[src/rtl/brs_pkg.sv]
package brs_pkg;
  typedef enum logic [2:0] {
    ST_IDLE,
    ST_LEAD,     // leading Start slot
    ST_PULSE,    // dummy clock slots
    ST_RESTART,  // second Start slot
    ST_STOP,
    ST_CHECK     // quiet quarter, then SDA sample
  } brs_state_e;
endpackage

[src/rtl/brs_qtimer.sv]
module brs_qtimer #(
  parameter int QTR = 2
) (
  input  logic clk_i,
  input  logic rst_ni,
  input  logic run_i,
  output logic tick_o
);
  localparam int CW = (QTR > 1) ? $clog2(QTR) : 1;

  logic [CW-1:0] cnt_q;

  always_ff @(posedge clk_i or negedge rst_ni) begin
    if (!rst_ni)                      cnt_q <= '0;
    else if (!run_i)                  cnt_q <= '0;
    else if (cnt_q == CW'(QTR - 1))   cnt_q <= '0;
    else                              cnt_q <= cnt_q + 1'b1;
  end

  assign tick_o = run_i && (cnt_q == CW'(QTR - 1));
endmodule

[src/rtl/brs_fsm.sv]
module brs_fsm
  import brs_pkg::*;
#(
  parameter int NUM_CLKS = 9,
  parameter int BW = 4
) (
  input  logic          clk_i,
  input  logic          rst_ni,
  input  logic          trig_i,
  input  logic          sda_i,
  input  logic          tick_i,
  output brs_state_e    st_o,
  output logic [1:0]    qtr_o,
  output logic [BW-1:0] bit_o,
  output logic          lead_o,
  output logic          done_o,
  output logic          stuck_o
);
  brs_state_e    st_q, st_d;
  logic [1:0]    q_q, q_d;
  logic [BW-1:0] bit_q, bit_d;
  logic          lead_q, lead_d;
  logic          fin;

  assign fin = (st_q == ST_CHECK) && tick_i;

  always_comb begin
    st_d   = st_q;
    q_d    = q_q;
    bit_d  = bit_q;
    lead_d = lead_q;
    if (st_q == ST_IDLE) begin
      if (trig_i) begin
        lead_d = sda_i;
        st_d   = sda_i ? ST_LEAD : ST_PULSE;
        q_d    = '0;
        bit_d  = '0;
      end
    end else if (tick_i) begin
      if (st_q == ST_CHECK) begin
        st_d = ST_IDLE;
      end else begin
        q_d = q_q + 2'd1;
        if (q_q == 2'd3) begin
          unique case (st_q)
            ST_LEAD:    st_d = ST_PULSE;
            ST_PULSE: begin
              if (bit_q == BW'(NUM_CLKS - 1)) st_d = ST_RESTART;
              else                            bit_d = bit_q + 1'b1;
            end
            ST_RESTART: st_d = ST_STOP;
            ST_STOP:    st_d = ST_CHECK;
            default:    st_d = ST_IDLE;
          endcase
        end
      end
    end
  end

  always_ff @(posedge clk_i or negedge rst_ni) begin
    if (!rst_ni) begin
      st_q    <= ST_IDLE;
      q_q     <= '0;
      bit_q   <= '0;
      lead_q  <= 1'b0;
      done_o  <= 1'b0;
      stuck_o <= 1'b0;
    end else begin
      st_q    <= st_d;
      q_q     <= q_d;
      bit_q   <= bit_d;
      lead_q  <= lead_d;
      done_o  <= fin;
      stuck_o <= fin && !sda_i;
    end
  end

  assign st_o   = st_q;
  assign qtr_o  = q_q;
  assign bit_o  = bit_q;
  assign lead_o = lead_q;


  busy_hold_chk: assert property (@(posedge clk_i) disable iff (!rst_ni)
    (st_q != ST_IDLE && !tick_i) |=> $stable(st_q));

  done_single_chk: assert property (@(posedge clk_i) disable iff (!rst_ni)
    done_o |=> !done_o);

  stuck_with_done_chk: assert property (@(posedge clk_i) disable iff (!rst_ni)
    stuck_o |-> done_o);

  pulse_range_chk: assert property (@(posedge clk_i) disable iff (!rst_ni)
    (st_q == ST_PULSE) |-> (bit_q <= BW'(NUM_CLKS - 1)));
endmodule

[src/rtl/brs_drive.sv]
module brs_drive
  import brs_pkg::*;
#(
  parameter int NUM_CLKS = 9,
  parameter int BW = 4
) (
  input  logic          clk_i,
  input  logic          rst_ni,
  input  brs_state_e    st_i,
  input  logic [1:0]    qtr_i,
  input  logic [BW-1:0] bit_i,
  input  logic          lead_i,
  output logic          scl_oe_o,
  output logic          sda_oe_o
);
  logic scl_d, sda_d;

  // quarters 0..1 of a slot are SCL low, 2..3 SCL high
  always_comb begin
    scl_d = 1'b0;
    sda_d = 1'b0;
    unique case (st_i)
      ST_LEAD:    sda_d = qtr_i[1];
      ST_PULSE: begin
        scl_d = !qtr_i[1];
        sda_d = (qtr_i == 2'd0) && (bit_i == '0) && lead_i;
      end
      ST_RESTART: begin
        scl_d = !qtr_i[1];
        sda_d = (qtr_i == 2'd3);
      end
      ST_STOP: begin
        scl_d = !qtr_i[1];
        sda_d = (qtr_i != 2'd3);
      end
      default: ;
    endcase
  end

  always_ff @(posedge clk_i or negedge rst_ni) begin
    if (!rst_ni) begin
      scl_oe_o <= 1'b0;
      sda_oe_o <= 1'b0;
    end else begin
      scl_oe_o <= scl_d;
      sda_oe_o <= sda_d;
    end
  end


  sda_edge_scl_high_chk: assert property (@(posedge clk_i) disable iff (!rst_ni)
    (!scl_oe_o && !$past(scl_oe_o) && (sda_oe_o != $past(sda_oe_o)))
      |-> ($past(st_i) == ST_LEAD || $past(st_i) == ST_RESTART || $past(st_i) == ST_STOP));
endmodule

[src/rtl/bus_recover_seq.sv]
module bus_recover_seq
  import brs_pkg::*;
#(
  parameter int PHASE_CYC = 10,  // system clocks per SCL phase, even and >= 2
  parameter int NUM_CLKS  = 9
) (
  input  logic clk_i,
  input  logic rst_ni,
  input  logic trig_i,
  input  logic sda_i,
  output logic scl_oe_o,
  output logic sda_oe_o,
  output logic done_o,
  output logic stuck_o
);
  localparam int QTR = PHASE_CYC / 2;
  localparam int BW  = (NUM_CLKS > 1) ? $clog2(NUM_CLKS) : 1;

  brs_state_e    st;
  logic [1:0]    qtr;
  logic [BW-1:0] bit_idx;
  logic          lead;
  logic          tick;

  brs_qtimer #(.QTR(QTR)) u_qtimer (
    .clk_i  (clk_i),
    .rst_ni (rst_ni),
    .run_i  (st != ST_IDLE),
    .tick_o (tick)
  );

  brs_fsm #(.NUM_CLKS(NUM_CLKS), .BW(BW)) u_fsm (
    .clk_i   (clk_i),
    .rst_ni  (rst_ni),
    .trig_i  (trig_i),
    .sda_i   (sda_i),
    .tick_i  (tick),
    .st_o    (st),
    .qtr_o   (qtr),
    .bit_o   (bit_idx),
    .lead_o  (lead),
    .done_o  (done_o),
    .stuck_o (stuck_o)
  );

  brs_drive #(.NUM_CLKS(NUM_CLKS), .BW(BW)) u_drive (
    .clk_i    (clk_i),
    .rst_ni   (rst_ni),
    .st_i     (st),
    .qtr_i    (qtr),
    .bit_i    (bit_idx),
    .lead_i   (lead),
    .scl_oe_o (scl_oe_o),
    .sda_oe_o (sda_oe_o)
  );


  idle_release_chk: assert property (@(posedge clk_i) disable iff (!rst_ni)
    (st == ST_IDLE && $past(st) == ST_IDLE) |=> (!scl_oe_o && !sda_oe_o));
endmodule

[config.mk]
export PLATFORM = sky130hd
export DESIGN_NAME = bus_recover_seq
export DESIGN_NICKNAME = d
export VERILOG_FILES = /design/src/rtl/brs_pkg.sv /design/src/rtl/brs_qtimer.sv /design/src/rtl/brs_fsm.sv /design/src/rtl/brs_drive.sv /design/src/rtl/bus_recover_seq.sv
export SDC_FILE = /design/constraint.sdc
export NUM_CORES = 1
export LEC_CHECK = 0
export ABC_AREA = 1
export BUFFER_PORTS_ARGS = -buffer_cell sky130_fd_sc_hd__buf_2
export CAP_MARGIN = 20
export CORE_ASPECT_RATIO = 0.75
export CORE_MARGIN = 4
export CORE_UTILIZATION = 51
export CTS_CLUSTER_SIZE = 20
export DETAILED_ROUTE_END_ITERATION = 16
export PLACE_DENSITY = 0.72
export SLEW_MARGIN = 20
export SYNTH_ARGS = -nofsm -noshare
export SYNTH_HDL_FRONTEND = slang
export SYNTH_SLANG_ARGS = --single-unit
[constraint.sdc]
create_clock -name clk_i -period 1.2 [get_ports clk_i]
set_input_delay 0.06 -clock clk_i [delete_from_list [all_inputs] [get_ports clk_i]]
set_output_delay 0.06 -clock clk_i [all_outputs]
set_load 0.1 [all_outputs]
-- After elaboration in Yosys (flattened, before gate mapping)
Cells that the tools add are included.
- add/subtract/negate cells: 3
- equal/unequal tests: 13
- mux-type cells: 23
- reductions and logical operators: 20
- operator list (operator ; number):
    $mux W4 ; 7
    $mux W3 ; 8
    $pmux W3 S4 ; 1
    $mux W2 ; 5
    $eq A3 B3 Y1 const B ; 3
    $eq A3 B2 Y1 const B ; 2
    $ne A2 B2 Y1 const B ; 3
    $reduce_and A6 Y1 ; 1
    $reduce_bool A2 Y1 ; 3
    $reduce_bool A3 Y1 ; 2
    $logic_and A1 B1 Y1 ; 5
    $add A4 B1 Y4 const B ; 1
    $eq A4 B4 Y1 const B ; 1
    $logic_not A4 Y1 ; 1
    $ne A4 B4 Y1 const B ; 1
    $pmux W1 S4 ; 1
    $reduce_and A4 Y1 ; 1
    $add A3 B1 Y3 const B ; 1
    $eq A3 B1 Y1 const B ; 1
    $logic_not A3 Y1 ; 1
    $reduce_and A3 Y1 ; 1
    $reduce_or A3 Y1 ; 1
    $add A2 B1 Y2 const B ; 1
    $eq A2 B2 Y1 const B ; 1
    other kinds (5) ; 6
- bits in registers: 17
- bits of input ports: 4
- output and inout port bits: 4
- logic and storage cells: 68

-- Longest topological paths before layout
Gate-level depths: netlist of the first run.
- word-level depth: 7
- gate-level depth with buffers: 9
- depth with buffers taken out: 9

-- By module
Synthesis of the first run repeated with hierarchy kept, for this count alone.
- cells, all modules: 135
- area total of the unflattened synthesis: 1037.2 um^2
- by module, submodules not included (module ; times used ; cells an instance ; area each (um^2) ; sequential area each (um^2)):
    brs_fsm ; 1 ; 90 ; 735.7 ; 300.3
    brs_qtimer ; 1 ; 20 ; 158.9 ; 75.1
    brs_drive ; 1 ; 22 ; 131.4 ; 50.0
    bus_recover_seq ; 1 ; 3 ; 11.3 ; 0.0

-- Worst setup path after synthesis of the first run
OpenSTA, ideal clock, no wires.
- kind: register to register
- start point: register u_fsm.st_q[0], in the netlist u_fsm.st_o[0]
- end point: register u_fsm.bit_q[2], in the netlist u_fsm.bit_o[2]
- setup time: 117 ps
- arrival time: 1100 ps
- data required time: 1083 ps
- slack: -17 ps
- cell stages (with the launch flop): 8
- buffers on the path: 1
- period minus slack after synthesis: 1217 ps
- cells stage by stage: dfrtp_1 buf_2 nor2_4 nand2_4 a21oi_1 nand3_2 nand2_1 nand2_1
- word-level cells in the longest chain between the ends: 4
- elaborated cells on any way between the ends: 13
- classes of those cells: 5 x eq/ne; 1 x mux; 7 x reduce/logical
- ends and longest elaborated chain (item ; RTL line ; text):
    start, declared ; brs_fsm.sv:19 ; brs_state_e st_q, st_d;
    start signal, assigned ; brs_fsm.sv:69 ; st_q <= st_d;
    $reduce_bool A3 Y1 ; bus_recover_seq.sv:28 ; .run_i (st != ST_IDLE),
    $logic_and A1 B1 Y1 ; brs_qtimer.sv:20 ; assign tick_o = run_i && (cnt_q == CW'(QTR - 1));
    $reduce_bool A2 Y1 (no line) ; -- ;
    $reduce_and A6 Y1 (no line) ; -- ;
    end signal, assigned ; brs_fsm.sv:71 ; bit_q <= bit_d;
    end, declared ; brs_fsm.sv:21 ; logic [BW-1:0] bit_q, bit_d;
Parallel ways exist; a longest one is shown, timed or not.
A chain may end at the register's enable or synchronous reset.

-- Worst setup path after layout of the first run
- start point: register u_fsm.st_q[1], in the netlist u_fsm.st_o[1]
- end point: register u_fsm.bit_q[3], in the netlist u_fsm.bit_o[3]
Same word-level chain as after synthesis.

==> impl_metrics.toml, run 1 <==
[outcome]
status = "finished with violations"
violations = "setup timing"

[layout]
final_net_count = 170
final_util = 0.767
drive_gt1_frac = 0.440
syn_to_final_growth_pct = 38.2
diodes = 0
fin_cells = 181
design_area_mm2 = 0.00137

[pwr]
power.density_mw_per_mm2 = 2860
p_leak_nw = 0.711
vdd_drop_max_uv = 1750

[timing]
hold_viol = 0
slew_violations = 0
fin_skew_ns = 0.0139
min_period_over_period = 1.07
max_slew_margin = 0.679
fmax_mhz = 776
period_needed_ns = 1.29
rsz0062_at_grt = "true"
max_slew.worst_pin.slew_ns = 0.484
setup_ws_ns = -0.0892
setup_viol = 11
hold_slack_ns = 0.166

[place]
dpl-instance-area_mm2 = 0.00119
dpl.hpwl_um = 1760
placedCellCount = 172
io_buffer_count = 7
place_congestion = 0.917

[detailed_routing]
ant_nets = 0
drt_iter0_markers = 53
wl_per_cell_um = 15.1
wl_um = 2740
vias = 1004
drt-vias-per-instance = 5.55
drc = 0
dr.pass1.iters = 4

[cts]
cts_tree = "yes"
cts_root_buf = "clkbuf_4"
clk_pin_slew_ns = 0.11
clk_latency_ns = 0.30
cts.sinks = 17
htree_levels = 1
cts.path.max_buffers = 2
numCtsBuffers = 3

[worst_setup_path]
cp_data_arrival_time_ns = 1.54
cp.required_ns = 1.45
cp_num_buf_inv = 0
endpoint_kind = "flip-flop"
crit_type = "reg -> reg"
worstPathCellList = "nor2_4 > nand2_4 > nand2_2 > nand2_1 > nor2_4 > nand3_1 > nand2_1"
cp_slowest_cell = "dfrtp_2"
cp-start-kind = "flip-flop"
cp_max_fo = 7
critPathMaxStageDelay_ns = 0.46
cp_top_family = "simple AND/OR/NAND/NOR gates"

[global_routing]
overflow = 0
grt_max_degree = 18
antenna_found_initial = 0
grt_pass1_vias = 933
grt_pass1_wl_um = 4250
gr-usage-all-layers = 0.218

[logic_synthesis]
synth_top_area_frac = 0.428
yosysMostFrequentCell = "nand2_1"
avgSynthCellArea_um2 = 7.88
synth_nets = 136
syn_area_um2 = 993
synth-seq-cells = 17
synth_seq_area_share = 0.428
syn_inst = 126
synth_ff_type = "dfrtp_1"
async_flop_share = 1.00
synth_common_cells = "nand2_1, dfrtp_1, inv_1, nor2_1, nand3_1"
yosys.area.top_type = "dfrtp_1"
synth_edf_count = 0
ys_types = 19
yosys_warnings = 0
synth.area.top_cells = "dfrtp_1, nand2_1, ha_1, nand3_1, inv_1"

[die]
start_util = 0.555
rows = 13
core_area_mm2 = 0.00179
die-area_mm2 = 0.00273
die_h_um = 46.2
die_x_um = 59.0
io_pins = 8

[job]
cap_viol_max_count = 0

[min_path]
hp-class = "in -> reg"
[worst reg2reg max path, stage by stage, from the launching register on]
cell and delay, ns:
dfrtp_2 0.46, nor2_4 0.19, nand2_4 0.12, nand2_2 0.09, nand2_1 0.08, nor2_4 0.13
nand3_1 0.10, nand2_1 0.08
[final cells by class]
class,count,area [um^2]
Fill cell,121,417
Inverter,18,67.6
Multi-Input combinational cell,90,602
Sequential cell,17,428
Timing Repair Buffer,30,220
Clock buffer,3,22.5
Clock inverter,1,5.00
Tap cell,22,27.5
[registers in the layout, indices dropped and copies added (netlist names)]
register          cells
u_drive.sda_oe_o      1
u_fsm.st_o            3
u_fsm.bit_o           4
u_qtimer.cnt_q        3
u_fsm.stuck_o         1
u_fsm.qtr_o           2
u_drive.scl_oe_o      1
u_fsm.done_o          1
u_fsm.lead_o          1
[layout by cell type, fill, tap and decap left out, types with 6 or more instances in the layout]
| cell type | count |
|---|---|
| nand2_1 | 27 |
| buf_2 | 7 |
| nand2_2 | 6 |
| nand4_1 | 6 |
| nand3_1 | 8 |
| inv_2 | 8 |
| dfrtp_1 | 15 |
| nor2_1 | 11 |
| buf_4 | 19 |
| inv_1 | 10 |
[cell families (layout without fill, tap and decap cells)]
family / count (synthesis) / count (layout) / synth area share
adders and majority gates: 6 / 6 / 0.0756
xor gates and xnor gates: 2 / 2 / 0.0176
buffers and inverters: 19 / 52 / 0.0730
AOI/OAI and AO/OA: 7 / 7 / 0.0353
and+or+nand+nor: 74 / 74 / 0.359
muxes: 1 / 1 / 0.0113
DFF: 17 / 17 / 0.428
[metrics by stage]
stage	TNS, ns	setup slack, ns	total power, W
after global placement	-0.601	-0.0922	0.00297
after floorplan	0	0.000198	0.00232
after detailed placement	-0.994	-0.146	0.00306
after CTS	-0.538	-0.0616	0.00363
final	-0.691	-0.0892	0.00392
after global routing	-1.39	-0.179	0.00420
[worst paths after layout]
path	endpoint	slack (ns)	cells after the start	start
worst max-delay path	u_fsm.bit_o[3]	-0.09	7	u_fsm.st_o[1]
worst min-delay path	u_fsm.lead_o	0.17	3	trig_i
worst max register to register	u_fsm.bit_o[3]	-0.09	7	u_fsm.st_o[1]
worst min register to register	u_fsm.lead_o	0.53	1	u_fsm.lead_o
max in group asynchronous	u_fsm.st_o[0]	0.69	2	rst_ni
min in group asynchronous	u_qtimer.cnt_q[1]	0.19	2	rst_ni
[metal layers]
layer  up-vias  wire length [um]  GRT usage  part of all wire
li1        473                 -          -                 -
met1       465              1080      0.249              0.39
met2        52              1370      0.388              0.50
met3        14               208     0.0700             0.076
met4         0                85     0.0724             0.031
met5         -                 0          0                 0
[power by group]
group | total, W | switching (W) | internal, W
Clock | 0.000322 | 0.000197 | 0.000124
Combinational | 0.00262 | 0.00160 | 0.00102
Sequential | 0.000985 | 0.000196 | 0.000789
[repair_timing]
item                                   4_1_cts  5_1_grt
hold buffers                                 2        0
endpoints found under the hold margin       18        0
setup buffers                                2        1
setup endpoints to repair                   11       14
pin swaps                                    9        8
resized for setup                           20       14
Note: power is estimated with default switching activity, not from simulation.
==> run 2, diff against run 1 <==
CORE_UTILIZATION = 52   (was 51)
PLACE_DENSITY = 0.73   (was 0.72)
SYNTH_HIERARCHICAL = 1   (was default)
==> run 2 against run 1 <==
  * Via count is 1.2% lower
  * Power is 1.3% lower
  * Fmax is 5.8% lower
  * Highest routed layer unchanged
  * The flow still finishes with violations (setup timing)
  * Critical path type unchanged
==> impl_metrics.toml, run 2 <==
[global_routing]
grt_max_degree = 18
overflow = 0
antenna_found_initial = 0
grt_pass1_vias = 949
gr-usage-all-layers = 0.207
grt_pass1_wl_um = 4140

[die]
start_util = 0.574
die_h_um = 46.7
die_x_um = 59.6
core_area_mm2 = 0.00181
io_pins = 8
rows = 13
die-area_mm2 = 0.00278

[worst_setup_path]
critPathMaxStageDelay_ns = 0.47
cp_max_fo = 6
r2r_slack_ns = -0.17
cp_slowest_cell = "dfrtp_2"
cp_data_arrival_time_ns = 1.56
cp_common_cell = "nand2_1"
worstPathCellList = "nor2_1 > nand2_1 > inv_2 > nor2_4 > nand2_4 > nand2_8 > nand3_4 > nand2_1 > nand2_1"
crit_type = "reg -> reg"
cp-start-kind = "flip-flop"
rr_endpoint = "u_fsm/st_o[2]"
endpoint_kind = "flip-flop"
cp.required_ns = 1.39
r2r_start = "u_fsm/st_o[1]"
reg2reg_depth = 9

[layout]
drive_gt1_frac = 0.409
largest_reg_flops = 4
design_area_mm2 = 0.00143
diodes = 0
syn_to_final_growth_pct = 37.9
layout.cells.most_common = "nand2_1"
final_cell_mix = "nand2_1, buf_4, inv_1, dfrtp_1, nor2_1"
fin_cells = 193
final_net_count = 181

[logic_synthesis]
synth_edf_count = 0
synth.area.top_cells = "dfrtp_1, nand2_1, inv_1, nor2_1, ha_1"
synth_top_area_frac = 0.410
syn_inst = 135
async_flop_share = 1.00
synth_seq_area_share = 0.410
yosys_warnings = 6
syn_area_mm2 = 0.00104
synth-seq-cells = 17
yosys.area.top_type = "dfrtp_1"
synth_nets = 144
ys_types = 22
yosysMostFrequentCell = "nand2_1"
avgSynthCellArea_um2 = 7.68
synth_common_cells = "nand2_1, inv_1, dfrtp_1, nor2_1, nand3_1"
synth_ff_type = "dfrtp_1"

[place]
place_congestion = 0.858
placedCellCount = 181
dpl.hpwl_um = 1750
dpl-instance-area_mm2 = 0.00124
io_buffer_count = 7

[timing]
setup_viol = 12
slew_violations = 0
max_slew_margin = 0.675
min_period_over_period = 1.14
setup_ws_ns = -0.168
period_needed_ns = 1.37
rsz0062_at_grt = "true"
max_slew.worst_pin.slew_ns = 0.490
hold_viol = 0
fin_skew_ns = 0.00250
fmax_mhz = 731

[cts]
numCtsBuffers = 3
htree_levels = 1
cts_root_buf = "clkbuf_4"
clk_pin_slew_ns = 0.10
cts.sinks = 17
cts.path.max_buffers = 2
cts_tree = "yes"
clk_latency_ns = 0.30

[pwr]
p_leak_nw = 0.753
power.total_w = 0.00387
vdd_drop_max_uv = 2470
power.density_mw_per_mm2 = 2710

[detailed_routing]
wl_per_cell_um = 13.3
drc = 0
drt_iter0_markers = 50
drt-vias-per-instance = 5.14
vias = 992
dr.pass1.iters = 4
wl_um = 2560
ant_nets = 0

[outcome]
status = "finished with violations"
violations = "setup timing"

[min_path]
hp-class = "in -> reg"
whs_endpoint = "u_fsm/lead_o"
min_from = "trig_i"
whs_path_depth = 4

[job]
cap_viol_max_count = 0
==> run 2: cell types whose count changed after synthesis, sizes merged <==
cell	delta
ha	-1
nand3b	+1
inv	+2
or2	+1
mux2	-1
nor2	+4
nand2	+8
xnor2	-1
nand4	-3
buf	-1
==> run 2: worst max-delay path by stage <==
stage | from | end | slack, ns | depth (start not counted)
final | u_fsm/st_o[1] | u_fsm/st_o[2] | -0.17 | 9
after CTS | u_qtimer/cnt_q[1] | u_fsm/st_o[1] | -0.1 | 9
after floorplan | u_qtimer/cnt_q[0] | u_fsm/st_o[0] | -0.06 | 9
after global placement | u_qtimer/cnt_q[1] | u_fsm/st_o[1] | -0.08 | 9
after global routing | u_fsm/st_o[1] | u_fsm/st_o[2] | -0.23 | 9
after detailed placement | u_qtimer/cnt_q[1] | u_fsm/st_o[1] | -0.13 | 9
==> run 2: cells by family (layout without fill, tap and decap cells) <==
| logic type | Yosys count | after routing | share of synthesized area |
|---|---|---|---|
| buffers and inverters | 20 | 55 | 0.0724 |
| AOI/OAI and AO/OA | 7 | 7 | 0.0410 |
| DFF | 17 | 17 | 0.410 |
| and+or+nand+nor | 85 | 86 | 0.408 |
| xor gates and xnor gates | 1 | 1 | 0.00845 |
| adders and majority gates | 5 | 5 | 0.0603 |
==> run 2: critical path: cells and delay by family, from the launching register on <==
kind,cells,cell delay [ns]
and+or+nand+nor,8,0.72
DFF,1,0.47
buffers and inverters,1,0.07
==> run 2: metrics by stage <==
step	worst slack, ns	utilization	TNS (ns)	hold slack (ns)
after detailed placement	-0.125	0.689	-0.973	0.00267
after global placement	-0.0781	0.689	-0.602	-0.00538
after global routing	-0.232	0.792	-2.12	0.154
after CTS	-0.100	0.733	-0.745	0.213
after floorplan	-0.0573	-	-0.418	-0.236
final	-0.168	0.792	-1.37	0.164
==> run 2: area by class of cell <==
class,instances,area [um^2]
Timing Repair Buffer,31,235
Multi-Input combinational cell,99,634
Fill cell,126,375
Clock buffer,4,26.3
Sequential cell,17,429
Tap cell,22,27.5
Inverter,20,77.6
==> run 2: what timing repair did <==
action,4_1_cts,5_1_grt
hold buffers,2,0
setup buffers,3,2
setup endpoints to repair,10,14
gates resized for setup,3,24
pin swaps,2,8
endpoints found under the hold margin,18,0
gates cloned,1,0
==> run 2: routing by layer <==
| metal | track usage | wire length (um) |
|---|---|---|
| met4 | 0.0619 | 71 |
| met2 | 0.338 | 1200 |
| met1 | 0.272 | 1060 |
| met3 | 0.0532 | 229 |
| met5 | 0 | 0 |
==> run 2: where the power goes <==
group	internal, W	leakage, nW	switching [W]	total, W
combinational	0.00102	0.518	0.00155	0.00257
sequential	0.000787	0.220	0.000200	0.000987
clock	0.000130	0.0150	0.000184	0.000314
==> run 3, diff against run 2 <==
ABC_AREA = default   (was 1)
==> run 3 against run 2 <==
  * The flow still finishes with violations (setup timing)
  * Worst hold slack better by 0.042 ns
  * Flip-flop and latch count stayed put
  * Critical path depth down 4
  * Cell area up 0.35%
  * Critical endpoint is now u_fsm/st_o[0]
  * Combinational power down 8%
  * Register-to-register slack got worse by 0.29 ns
  * Largest cell class unchanged
  * Highest routed layer unchanged
  * Global-route usage down 0.67 points
==> impl_metrics.toml, run 3 <==
[outcome]
status = "finished with violations"
violations = "setup timing"

[layout]
final_net_count = 148
layout.cells.most_common = "buf_4"
design_area_mm2 = 0.00144
largest_reg_flops = 4
final_cell_mix = "buf_4, dfrtp_1, buf_2, inv_1"
syn_to_final_growth_pct = 36.5
diodes = 0
drive_gt1_frac = 0.457

[global_routing]
overflow = 0
grt_pass1_wl_um = 4080
grt_max_degree = 19
grt_pass1_vias = 903
antenna_found_initial = 0
gr-usage-all-layers = 0.200

[cts]
cts_root_buf = "clkbuf_4"
clk_latency_ns = 0.29
cts.path.max_buffers = 2
cts.sinks = 17
htree_levels = 1
clk_pin_slew_ns = 0.10
numCtsBuffers = 3
cts_tree = "yes"

[worst_setup_path]
r2r_slack_ns = -0.46
cp_data_arrival_time_ns = 1.84
crit_type = "reg -> reg"
cp-start-kind = "flip-flop"
endpoint_kind = "flip-flop"
cp_max_fo = 8
cp.required_ns = 1.38

[timing]
min_period_over_period = 1.38
period_needed_ns = 1.66
setup_viol = 13
hold_slack_ns = 0.206
setup_ws_ns = -0.460
fin_skew_ns = 0.000413
slew_violations = 0
hold_viol = 0
max_slew.worst_pin.slew_ns = 0.487
fmax_mhz = 602
rsz0062_at_grt = "true"
max_slew_margin = 0.678

[detailed_routing]
wl_per_cell_um = 15.9
drt_iter0_markers = 24
dr.pass1.iters = 4
ant_nets = 0
drt-vias-per-instance = 5.76
vias = 921
drc = 0
wl_um = 2550

[die]
io_pins = 8
rows = 13
core_area_mm2 = 0.00182
die-area_mm2 = 0.00281
start_util = 0.577
die_x_um = 59.9
die_h_um = 46.9

[place]
dpl.hpwl_um = 1700
place_congestion = 0.829
dpl_worst_slack_ns = -0.417
io_buffer_count = 7
dpl-instance-area_mm2 = 0.00127

[logic_synthesis]
synth_top_area_frac = 0.405
yosys.area.top_type = "dfrtp_1"
synth_nets = 113
synth.area.top_cells = "dfrtp_1, ha_1, inv_1, nor2b_1, a21oi_1"
yosys_warnings = 6
synth-seq-cells = 17
synth_ff_type = "dfrtp_1"
syn_area_mm2 = 0.00105
synth_edf_count = 0
syn_inst = 104
ys_types = 42
synth_common_cells = "dfrtp_1, inv_1, a21oi_1"
yosysMostFrequentCell = "dfrtp_1"
synth_seq_area_share = 0.405
async_flop_share = 1.00
avgSynthCellArea_um2 = 10.1

[pwr]
power.density_mw_per_mm2 = 2530
vdd_drop_max_uv = 2100
p_leak_nw = 0.656

[job]
cap_viol_max_count = 0

[min_path]
hp-class = "in -> async"
run 3: cell count changes after synthesis, sizes merged, moves of 5 or more:
cell	previous run	this run
nor2b	0	5
nor2	19	4
nand3	14	5
inv	20	9
nand2	46	6
a21oi	2	7
run 3: worst max-delay path: stages, from the launching register on:
cell,delay [ns]
dfrtp_1,0.40
or3_4,0.37
and3_4,0.23
o211ai_1,0.10
o211ai_1,0.12
mux2_1,0.32
run 3: layer usage:
layer | vias up | GRT usage | routed length, um
li1 | 448 | - | -
met4 | 0 | 0.0708 | 32
met3 | 4 | 0.0522 | 89
met1 | 451 | 0.254 | 1200
met2 | 18 | 0.336 | 1230
met5 | - | 0 | 0
run 3: path summary, 6_finish.rpt:
kind | from | endpoint | cells after the start
max | u_fsm/st_o[2] | u_fsm/st_o[0] | 5
min | rst_ni | u_qtimer/cnt_q[2] | 2
max reg2reg | u_fsm/st_o[2] | u_fsm/st_o[0] | 5
min reg2reg | u_fsm/lead_o | u_fsm/lead_o | 1
max in group asynchronous | rst_ni | u_fsm/st_o[1] | 2
min in group clk_i | trig_i | u_fsm/st_o[1] | 4
run 3: cell families after synthesis:
kind of cell,Yosys count,synth area share
and+or+nand+nor,37,0.236
AOI/OAI and AO/OA,27,0.177
DFF,17,0.405
buffers and inverters,12,0.0583
muxes,6,0.0643
adders and majority gates,5,0.0595
run 3: cell type report:
type	instances	area [um^2]
clock buffer	4	26.3
sequential	17	427
fill	121	387
tap	22	27.5
multi-input combinational	75	667
inverter	9	33.8
timing repair buffer	33	254
run 3: power breakdown:
part	total, W	internal (W)	switching (W)
Combinational	0.00237	0.00107	0.00130
Sequential	0.000953	0.000813	0.000140
Clock	0.000307	0.000129	0.000178
run 3: metrics by stage:
stage	std cells	power, W	setup TNS [ns]	util
after global routing	160	0.00390	-4.86	0.788
after detailed placement	151	0.00298	-4.01	0.698
after global placement	151	0.00290	-3.51	0.698
final	160	0.00363	-4.09	0.788
after CTS	157	0.00335	-3.95	0.740
after floorplan	104	0.00237	-3.29	-
run 3: timing repair:
action                                  in CTS  in global routing
hold buffers                                 2                  0
buffers inserted                             0                  3
endpoints found under the setup margin      13                 14
hold endpoints to repair                    18                  0
pin swaps                                    5                 13
gates resized for setup                      8                 16
